<file path="src/rtl/opfetch_pkg.sv">
package opfetch_pkg;

  localparam int DATA_W  = 32;
  localparam int ADDR_W  = 32;
  localparam int NUM_REGS = 8;
  localparam int REG_AW  = $clog2(NUM_REGS);
  localparam int IMM_W   = 16;
  localparam int MODE_W  = 3;
  localparam int INSTR_W = 32;

  // addressing mode codes (R12 places them in the top bits of the word)
  localparam logic [MODE_W-1:0] AM_REG  = 3'd0;
  localparam logic [MODE_W-1:0] AM_IMM  = 3'd1;
  localparam logic [MODE_W-1:0] AM_RIND = 3'd2;
  localparam logic [MODE_W-1:0] AM_DISP = 3'd3;
  localparam logic [MODE_W-1:0] AM_MIND = 3'd4;

  typedef enum logic [2:0] {
    ST_IDLE   = 3'd0,
    ST_DECODE = 3'd1,
    ST_REQ1   = 3'd2,
    ST_WAIT1  = 3'd3,
    ST_REQ2   = 3'd4,
    ST_WAIT2  = 3'd5,
    ST_WB     = 3'd6,
    ST_BAD    = 3'd7
  } seq_state_e;

endpackage

</file>
<file path="src/rtl/opfetch_reset_sync.sv">
module opfetch_reset_sync #(
  parameter int STAGES = 2
) (
  input  logic clk_i,
  input  logic rst_ni,
  output logic rst_no
);

  logic [STAGES-1:0] chain_q;

  for (genvar g = 0; g < STAGES; g++) begin : g_stage
    if (g == 0) begin : g_first
      always_ff @(posedge clk_i or negedge rst_ni) begin
        if (!rst_ni) chain_q[g] <= 1'b0;
        else         chain_q[g] <= 1'b1;
      end
    end else begin : g_next
      always_ff @(posedge clk_i or negedge rst_ni) begin
        if (!rst_ni) chain_q[g] <= 1'b0;
        else         chain_q[g] <= chain_q[g-1];
      end
    end
  end

  assign rst_no = chain_q[STAGES-1];

endmodule

</file>
<file path="src/rtl/opfetch_decode.sv">
module opfetch_decode
  import opfetch_pkg::*;
#(
  parameter int IW  = INSTR_W,
  parameter int MW  = MODE_W,
  parameter int RW  = REG_AW,
  parameter int KW  = IMM_W,
  parameter int DW  = DATA_W
) (
  input  logic [IW-1:0] instr_i,
  output logic [RW-1:0] dst_idx_o,
  output logic [RW-1:0] src_idx_o,
  output logic [DW-1:0] konst_o,
  output logic          use_reg_o,
  output logic          use_imm_o,
  output logic          use_mem_o,
  output logic          use_disp_o,
  output logic          use_chain_o,
  output logic          bad_mode_o
);

  localparam int MODE_LSB = IW - MW;
  localparam int DST_LSB  = MODE_LSB - RW;
  localparam int SRC_LSB  = DST_LSB - RW;

  logic [MW-1:0] mode;
  logic [KW-1:0] konst_raw;
  logic          unused_gap;

  assign mode      = instr_i[MODE_LSB +: MW];
  assign dst_idx_o = instr_i[DST_LSB +: RW];
  assign src_idx_o = instr_i[SRC_LSB +: RW];
  assign konst_raw = instr_i[KW-1:0];
  assign unused_gap = ^instr_i[SRC_LSB-1:KW];

  if (DW > KW) begin : g_sext
    assign konst_o = {{(DW-KW){konst_raw[KW-1]}}, konst_raw};
  end else begin : g_trunc
    assign konst_o = konst_raw[DW-1:0];
  end

  always_comb begin
    use_reg_o   = (mode == AM_REG);
    use_imm_o   = (mode == AM_IMM);
    use_disp_o  = (mode == AM_DISP);
    use_chain_o = (mode == AM_MIND);
    use_mem_o   = (mode == AM_RIND) || (mode == AM_DISP) || (mode == AM_MIND);
    bad_mode_o  = !(use_reg_o || use_imm_o || use_mem_o);
  end

endmodule

</file>
<file path="src/rtl/opfetch_agu.sv">
module opfetch_agu #(
  parameter int DW = 32,
  parameter int AW = 32
) (
  input  logic [DW-1:0] base_i,
  input  logic [DW-1:0] offset_i,
  input  logic          use_offset_i,
  output logic [AW-1:0] addr_o
);

  logic [DW-1:0] sum;

  always_comb begin
    sum    = base_i + (use_offset_i ? offset_i : '0);
    addr_o = AW'(sum);
  end

endmodule

</file>
<file path="src/rtl/opfetch_seq.sv">
module opfetch_seq
  import opfetch_pkg::*;
#(
  parameter int DW = DATA_W,
  parameter int AW = ADDR_W,
  parameter int RW = REG_AW,
  parameter int IW = INSTR_W,
  parameter int KW = IMM_W,
  parameter int RST_STAGES = 2
) (
  input  logic          clk_i,
  input  logic          rst_ni,
  input  logic          start_i,
  input  logic [IW-1:0] instr_i,
  output logic          done_o,
  output logic          illegal_o,
  output logic [RW-1:0] rf_raddr_d_o,
  output logic [RW-1:0] rf_raddr_s_o,
  input  logic [DW-1:0] rf_rdata_d_i,
  input  logic [DW-1:0] rf_rdata_s_i,
  output logic          rf_we_o,
  output logic [RW-1:0] rf_waddr_o,
  output logic [DW-1:0] rf_wdata_o,
  output logic          mem_req_valid_o,
  input  logic          mem_req_ready_i,
  output logic [AW-1:0] mem_req_addr_o,
  input  logic          mem_rvalid_i,
  input  logic [DW-1:0] mem_rdata_i
);

  logic       rst_n_s;
  seq_state_e state_q, state_d;

  logic [IW-1:0] instr_q;
  logic          instr_en;
  logic [DW-1:0] dest_q;
  logic          dest_en;
  logic [DW-1:0] opnd_q, opnd_d;
  logic          opnd_en;
  logic [AW-1:0] addr_q, addr_d;
  logic          addr_en;

  logic [RW-1:0] dst_idx, src_idx;
  logic [DW-1:0] konst;
  logic          use_reg, use_imm, use_mem, use_disp, use_chain, bad_mode;
  logic [AW-1:0] eff_addr;

  opfetch_reset_sync #(.STAGES(RST_STAGES)) u_rst (
    .clk_i  (clk_i),
    .rst_ni (rst_ni),
    .rst_no (rst_n_s)
  );

  opfetch_decode #(.IW(IW), .MW(MODE_W), .RW(RW), .KW(KW), .DW(DW)) u_dec (
    .instr_i     (instr_q),
    .dst_idx_o   (dst_idx),
    .src_idx_o   (src_idx),
    .konst_o     (konst),
    .use_reg_o   (use_reg),
    .use_imm_o   (use_imm),
    .use_mem_o   (use_mem),
    .use_disp_o  (use_disp),
    .use_chain_o (use_chain),
    .bad_mode_o  (bad_mode)
  );

  opfetch_agu #(.DW(DW), .AW(AW)) u_agu (
    .base_i       (rf_rdata_s_i),
    .offset_i     (konst),
    .use_offset_i (use_disp),
    .addr_o       (eff_addr)
  );

  // next-state and datapath enables
  always_comb begin
    state_d  = state_q;
    instr_en = 1'b0;
    dest_en  = 1'b0;
    opnd_en  = 1'b0;
    opnd_d   = opnd_q;
    addr_en  = 1'b0;
    addr_d   = addr_q;
    unique case (state_q)
      ST_IDLE: begin
        if (start_i) begin
          instr_en = 1'b1;
          state_d  = ST_DECODE;
        end
      end
      ST_DECODE: begin
        dest_en = 1'b1;
        if (bad_mode) begin
          state_d = ST_BAD;
        end else if (use_reg) begin
          opnd_en = 1'b1;
          opnd_d  = rf_rdata_s_i;
          state_d = ST_WB;
        end else if (use_imm) begin
          opnd_en = 1'b1;
          opnd_d  = konst;
          state_d = ST_WB;
        end else if (use_mem) begin
          addr_en = 1'b1;
          addr_d  = eff_addr;
          state_d = ST_REQ1;
        end
      end
      ST_REQ1: begin
        if (mem_req_ready_i) state_d = ST_WAIT1;
      end
      ST_WAIT1: begin
        if (mem_rvalid_i) begin
          if (use_chain) begin
            addr_en = 1'b1;
            addr_d  = AW'(mem_rdata_i);
            state_d = ST_REQ2;
          end else begin
            opnd_en = 1'b1;
            opnd_d  = mem_rdata_i;
            state_d = ST_WB;
          end
        end
      end
      ST_REQ2: begin
        if (mem_req_ready_i) state_d = ST_WAIT2;
      end
      ST_WAIT2: begin
        if (mem_rvalid_i) begin
          opnd_en = 1'b1;
          opnd_d  = mem_rdata_i;
          state_d = ST_WB;
        end
      end
      ST_WB:   state_d = ST_IDLE;
      ST_BAD:  state_d = ST_IDLE;
      default: state_d = ST_IDLE;
    endcase
  end

  always_ff @(posedge clk_i or negedge rst_n_s) begin
    if (!rst_n_s) state_q <= ST_IDLE;
    else          state_q <= state_d;
  end

  always_ff @(posedge clk_i) begin
    if (instr_en) instr_q <= instr_i;
  end

  always_ff @(posedge clk_i) begin
    if (dest_en) dest_q <= rf_rdata_d_i;
  end

  always_ff @(posedge clk_i) begin
    if (opnd_en) opnd_q <= opnd_d;
  end

  always_ff @(posedge clk_i) begin
    if (addr_en) addr_q <= addr_d;
  end

  assign rf_raddr_d_o    = dst_idx;
  assign rf_raddr_s_o    = src_idx;
  assign done_o          = (state_q == ST_WB);
  assign rf_we_o         = (state_q == ST_WB);
  assign rf_waddr_o      = dst_idx;
  assign rf_wdata_o      = dest_q + opnd_q;
  assign illegal_o       = (state_q == ST_BAD);
  assign mem_req_valid_o = (state_q == ST_REQ1) || (state_q == ST_REQ2);
  assign mem_req_addr_o  = addr_q;

endmodule

</file>
<file path="config.mk">
export PLATFORM = sky130hd
export DESIGN_NAME = opfetch_seq
export DESIGN_NICKNAME = d
export VERILOG_FILES = /design/src/rtl/opfetch_pkg.sv /design/src/rtl/opfetch_reset_sync.sv /design/src/rtl/opfetch_decode.sv /design/src/rtl/opfetch_agu.sv /design/src/rtl/opfetch_seq.sv
export SDC_FILE = /design/constraint.sdc
export NUM_CORES = 1
export LEC_CHECK = 0
export ABC_AREA = 1
export CAP_MARGIN = 20
export CORE_ASPECT_RATIO = 0.7
export CORE_MARGIN = 5
export CORE_UTILIZATION = 35
export DETAILED_ROUTE_END_ITERATION = 16
export MAX_ROUTING_LAYER = met4
export REMOVE_ABC_BUFFERS = 1
export SYNTH_ARGS = -nofsm -noshare
export SYNTH_HDL_FRONTEND = slang
export SYNTH_SLANG_ARGS = --single-unit
</file>
<file path="constraint.sdc">
create_clock -name clk_i -period 3.6 [get_ports clk_i]
set_clock_uncertainty 0.05 [all_clocks]
set_input_delay 0.72 -clock clk_i [delete_from_list [all_inputs] [get_ports clk_i]]
set_output_delay 0.72 -clock clk_i [all_outputs]
set_load 0.1 [all_outputs]
</file>
==> impl_metrics.py <==
metrics = {
    "run_status": {
        "status": "completed",
    },
    "global_route": {
        "grt_pass1_wl_um": 43700,
        "grt-ovfl-total": 0,
        "grt_max_degree": 39,
        "antenna_found_initial": 1,
        "grt_use_total_pct": 20.8,
        "grt_pass1_vias": 7856,
    },
    "sta": {
        "worst_pin_slew_ps": 1010,
        "setup_viol": 0,
        "timing.final.hold_violations": 0,
        "finalCritPeriodShare_pct": 99.3,
        "tns_ps": 0,
        "slew_headroom_pct": 32.4,
        "period_needed_ps": 3570,
        "setup_slack_ps": 26.3,
        "fmax_mhz": 280,
        "finalMaxSlewViolations": 0,
        "rsz0062_at_grt": "yes",
    },
    "power_and_ir_drop": {
        "p_sw_share_pct": 55.0,
        "p_int_w": 0.00586,
        "seqPwrFrac_pct": 18.2,
        "p_per_area_nw_per_um2": 1070,
        "power_switching_w": 0.00715,
        "p_clk_share_pct": 13.8,
        "ir_worst_vdd_v": 0.00195,
        "combPwrFrac_pct": 68.1,
        "p_leak_nw": 5.18,
    },
    "clock_network": {
        "clk_path_buf_depth": 2,
        "clkSlewWorstSetupHoldPaths_ps": 60,
        "cts_inserted_buffers": 17,
        "clk_latency_ps": 440,
        "cts_setup_buffers": 0,
        "cts-root-buf": "clkbuf_16",
        "cts_tree": "built",
        "cts_sinks": 126,
        "htree_levels": 4,
    },
    "logic_synthesis": {
        "synth_area_um2": 8710,
        "ys_types": 48,
        "synth_flop_cell": "edfxtp_1",
        "synth.avg_cell_area_um2": 8.05,
        "synth_seq_cells": 126,
        "yosysWarnings": 0,
        "seq_area_frac_synth_pct": 43.2,
        "async_flop_share_pct": 3.97,
        "synth_enable_flop_cells": 121,
        "syn_inst": 1082,
    },
    "floorplan": {
        "start_util_pct": 35.4,
        "fp.dieW_um": 199,
        "core_um2": 24600,
        "num_rows": 48,
        "ioPinCount": 210,
        "fp.dieH_um": 142,
        "die-area_um2": 28200,
    },
    "placed_design": {
        "gp_congestion": 0.905,
        "placedCellCount": 1596,
        "io_buffers": 202,
        "pre_cts_slack_ps": 263,
        "dpl_cell_area_um2": 11400,
        "dp_hpwl_um": 22800,
    },
    "routing": {
        "post_drt_wl_per_cell_um": 17.8,
        "drt_iter0_drc": 732,
        "drt_wl_total_um": 29000,
        "vias": 8240,
        "final_antenna_net_count": 0,
        "dr.pass1.iters": 5,
        "drc": 0,
        "vias_per_cell": 5.06,
    },
    "final_layout": {
        "drive_above_1_share_pct": 12.0,
        "fin_area_um2": 12200,
        "antenna_cells": 0,
        "final_core_util_pct": 49.5,
        "nets": 1472,
        "synthToLayoutAreaGrowth_pct": 39.7,
        "final_cells": 1629,
    },
    "setup_path": {
        "path_cells": "ha_1, a21o_1, a31oi_1, o21ai_0, nand2_1, nand4_1, nand2_1, nand2_1, xor2_1, buf_12",
        "cp_slowest_cell": "edfxtp_1",
        "worstSetupPathType": "reg -> out",
        "cp.required_ps": 2830,
        "critical_path_arrival_ps": 2800,
        "cpPeakStageDelay_ps": 440,
        "crit_path_end_kind": "output port",
        "critPathMaxFanout": 5,
        "critical_path.startpoint_type": "register",
        "cp_common_cell": "nand2_1",
    },
    "job": {
        "maxCapViolCount": 0,
    },
    "min_path": {
        "min-delay-path-class": "reg -> reg",
    },
}
-- Yosys cell counts, types with 6 or more instances --
master | number | area share [%]
a21o_1 | 13 | 1.1
a21oi_1 | 87 | 5.0
a31oi_1 | 11 | 0.79
a41oi_1 | 11 | 1.1
buf_4 | 11 | 0.95
clkbuf_1 | 15 | 0.65
edfxtp_1 | 121 | 42
ha_1 | 46 | 6.6
inv_1 | 126 | 5.4
nand2_1 | 251 | 11
nand2_2 | 8 | 0.57
nand3_1 | 69 | 4.0
nand4_1 | 9 | 0.65
nor2_1 | 123 | 5.3
nor2_2 | 8 | 0.57
nor3_1 | 13 | 0.75
o21ai_0 | 49 | 2.8
o21bai_1 | 7 | 0.60
o22ai_1 | 6 | 0.43
xnor2_1 | 19 | 1.9
xor2_1 | 29 | 2.9
-- flip-flops by register name, summed over array words and instances (netlist names) --
register        cells
instr_q            25
dest_q             32
u_rst.rst_no        1
state_q             3
u_rst.chain_q       1
mem_req_addr_o     32
opnd_q             32
-- final timing paths --
path                            cells past startpoint                  to        startpoint  slack [ps]
worst max-delay path                               10      rf_wdata_o[26]        dest_q[15]          30
worst min-delay path                                0        u_rst.rst_no  u_rst.chain_q[0]         300
worst max register to register                     18  mem_req_addr_o[26]       instr_q[31]         460
worst min register to register                      0        u_rst.rst_no  u_rst.chain_q[0]         300
max in group asynchronous                           1          state_q[1]      u_rst.rst_no        2840
min in group asynchronous                           1        u_rst.rst_no            rst_ni         400
-- metrics by stage --
| step | power (W) | hold WS [ps] |
|---|---|---|
| finish | 0.0130 | 304 |
| detailed placement | 0.0111 | -10.5 |
| CTS | 0.0129 | 307 |
| global route | 0.0136 | 317 |
| global placement | 0.0110 | -12.8 |
| floorplan | 0.00811 | -23.5 |
-- worst max-delay path, delay by kind of cell (launching register included) --
kind            cells  cell delay (ps)
compound gates      3              690
xor+xnor            1              240
fa+ha+maj           1              400
buf+inv             1              210
flops               1              440
simple gates        4              400
-- placed cells by master (no fill, tap or decap), types with 5 or more instances in the layout --
master / instances
inv_2: 5
nand2_1: 250
a21o_1: 13
nor2_1: 121
xor2_2: 7
nand4_1: 9
clkinvlp_4: 5
o21ai_1: 6
a31oi_1: 11
clkbuf_16: 18
nand2_2: 9
a21oi_1: 80
o21bai_1: 7
ha_1: 40
dfrtp_1: 5
nand3_1: 68
a21oi_2: 7
nor2_2: 10
buf_12: 25
inv_1: 126
buf_4: 39
o22ai_1: 6
edfxtp_1: 121
clkdlybuf4s50_1: 156
xor2_1: 22
nor3_1: 12
xnor2_1: 16
o21ai_0: 47
a41oi_1: 11
-- per-layer routing --
metal  track usage [%]  up-vias  part of all wire (%)
li1                  -     4082                     -
met5                 -        -                     0
met1              31.1     3813                    50
met4              4.50        0                   1.2
met2              29.6      320                    42
met3              3.81       25                   7.4
-- kinds of logic after synthesis --
group	Yosys count	share of synthesized area, %
buf+inv	164	7.69
other cells	1	0.0431
fa+ha+maj	48	7.07
flops	126	43.2
compound gates	203	13.4
simple gates	492	23.8
xor+xnor	48	4.83
-- timing repair --
item | in CTS | in global routing
endpoints found under the hold margin | 3 | 0
endpoints found under the setup margin | 7 | 16
pin swaps | 1 | 1
gates resized for setup | 6 | 28
hold buffers | 1 | 0
cloned | 0 | 0
-- power by group through the flow --
stage / registers (W) / clock network (W) / logic (W)
6_report: 0.00237 / 0.00179 / 0.00886
2_1_floorplan: 0.00316 / 0 / 0.00495
3_3_place_gp: 0.00238 / 0 / 0.00866
5_1_grt: 0.00240 / 0.00190 / 0.00928
4_1_cts: 0.00236 / 0.00184 / 0.00872
3_5_place_dp: 0.00238 / 0 / 0.00868
-- area by class of cell --
class	count	area [µm²]
fill	2318	12400
multi-input combinational	792	4500
sequential	126	3760
timing repair buffer	222	2390
inverter	132	495
clock buffer	17	425
tap	325	407
clock inverter	15	186
Power figures use the tool's default switching activity.
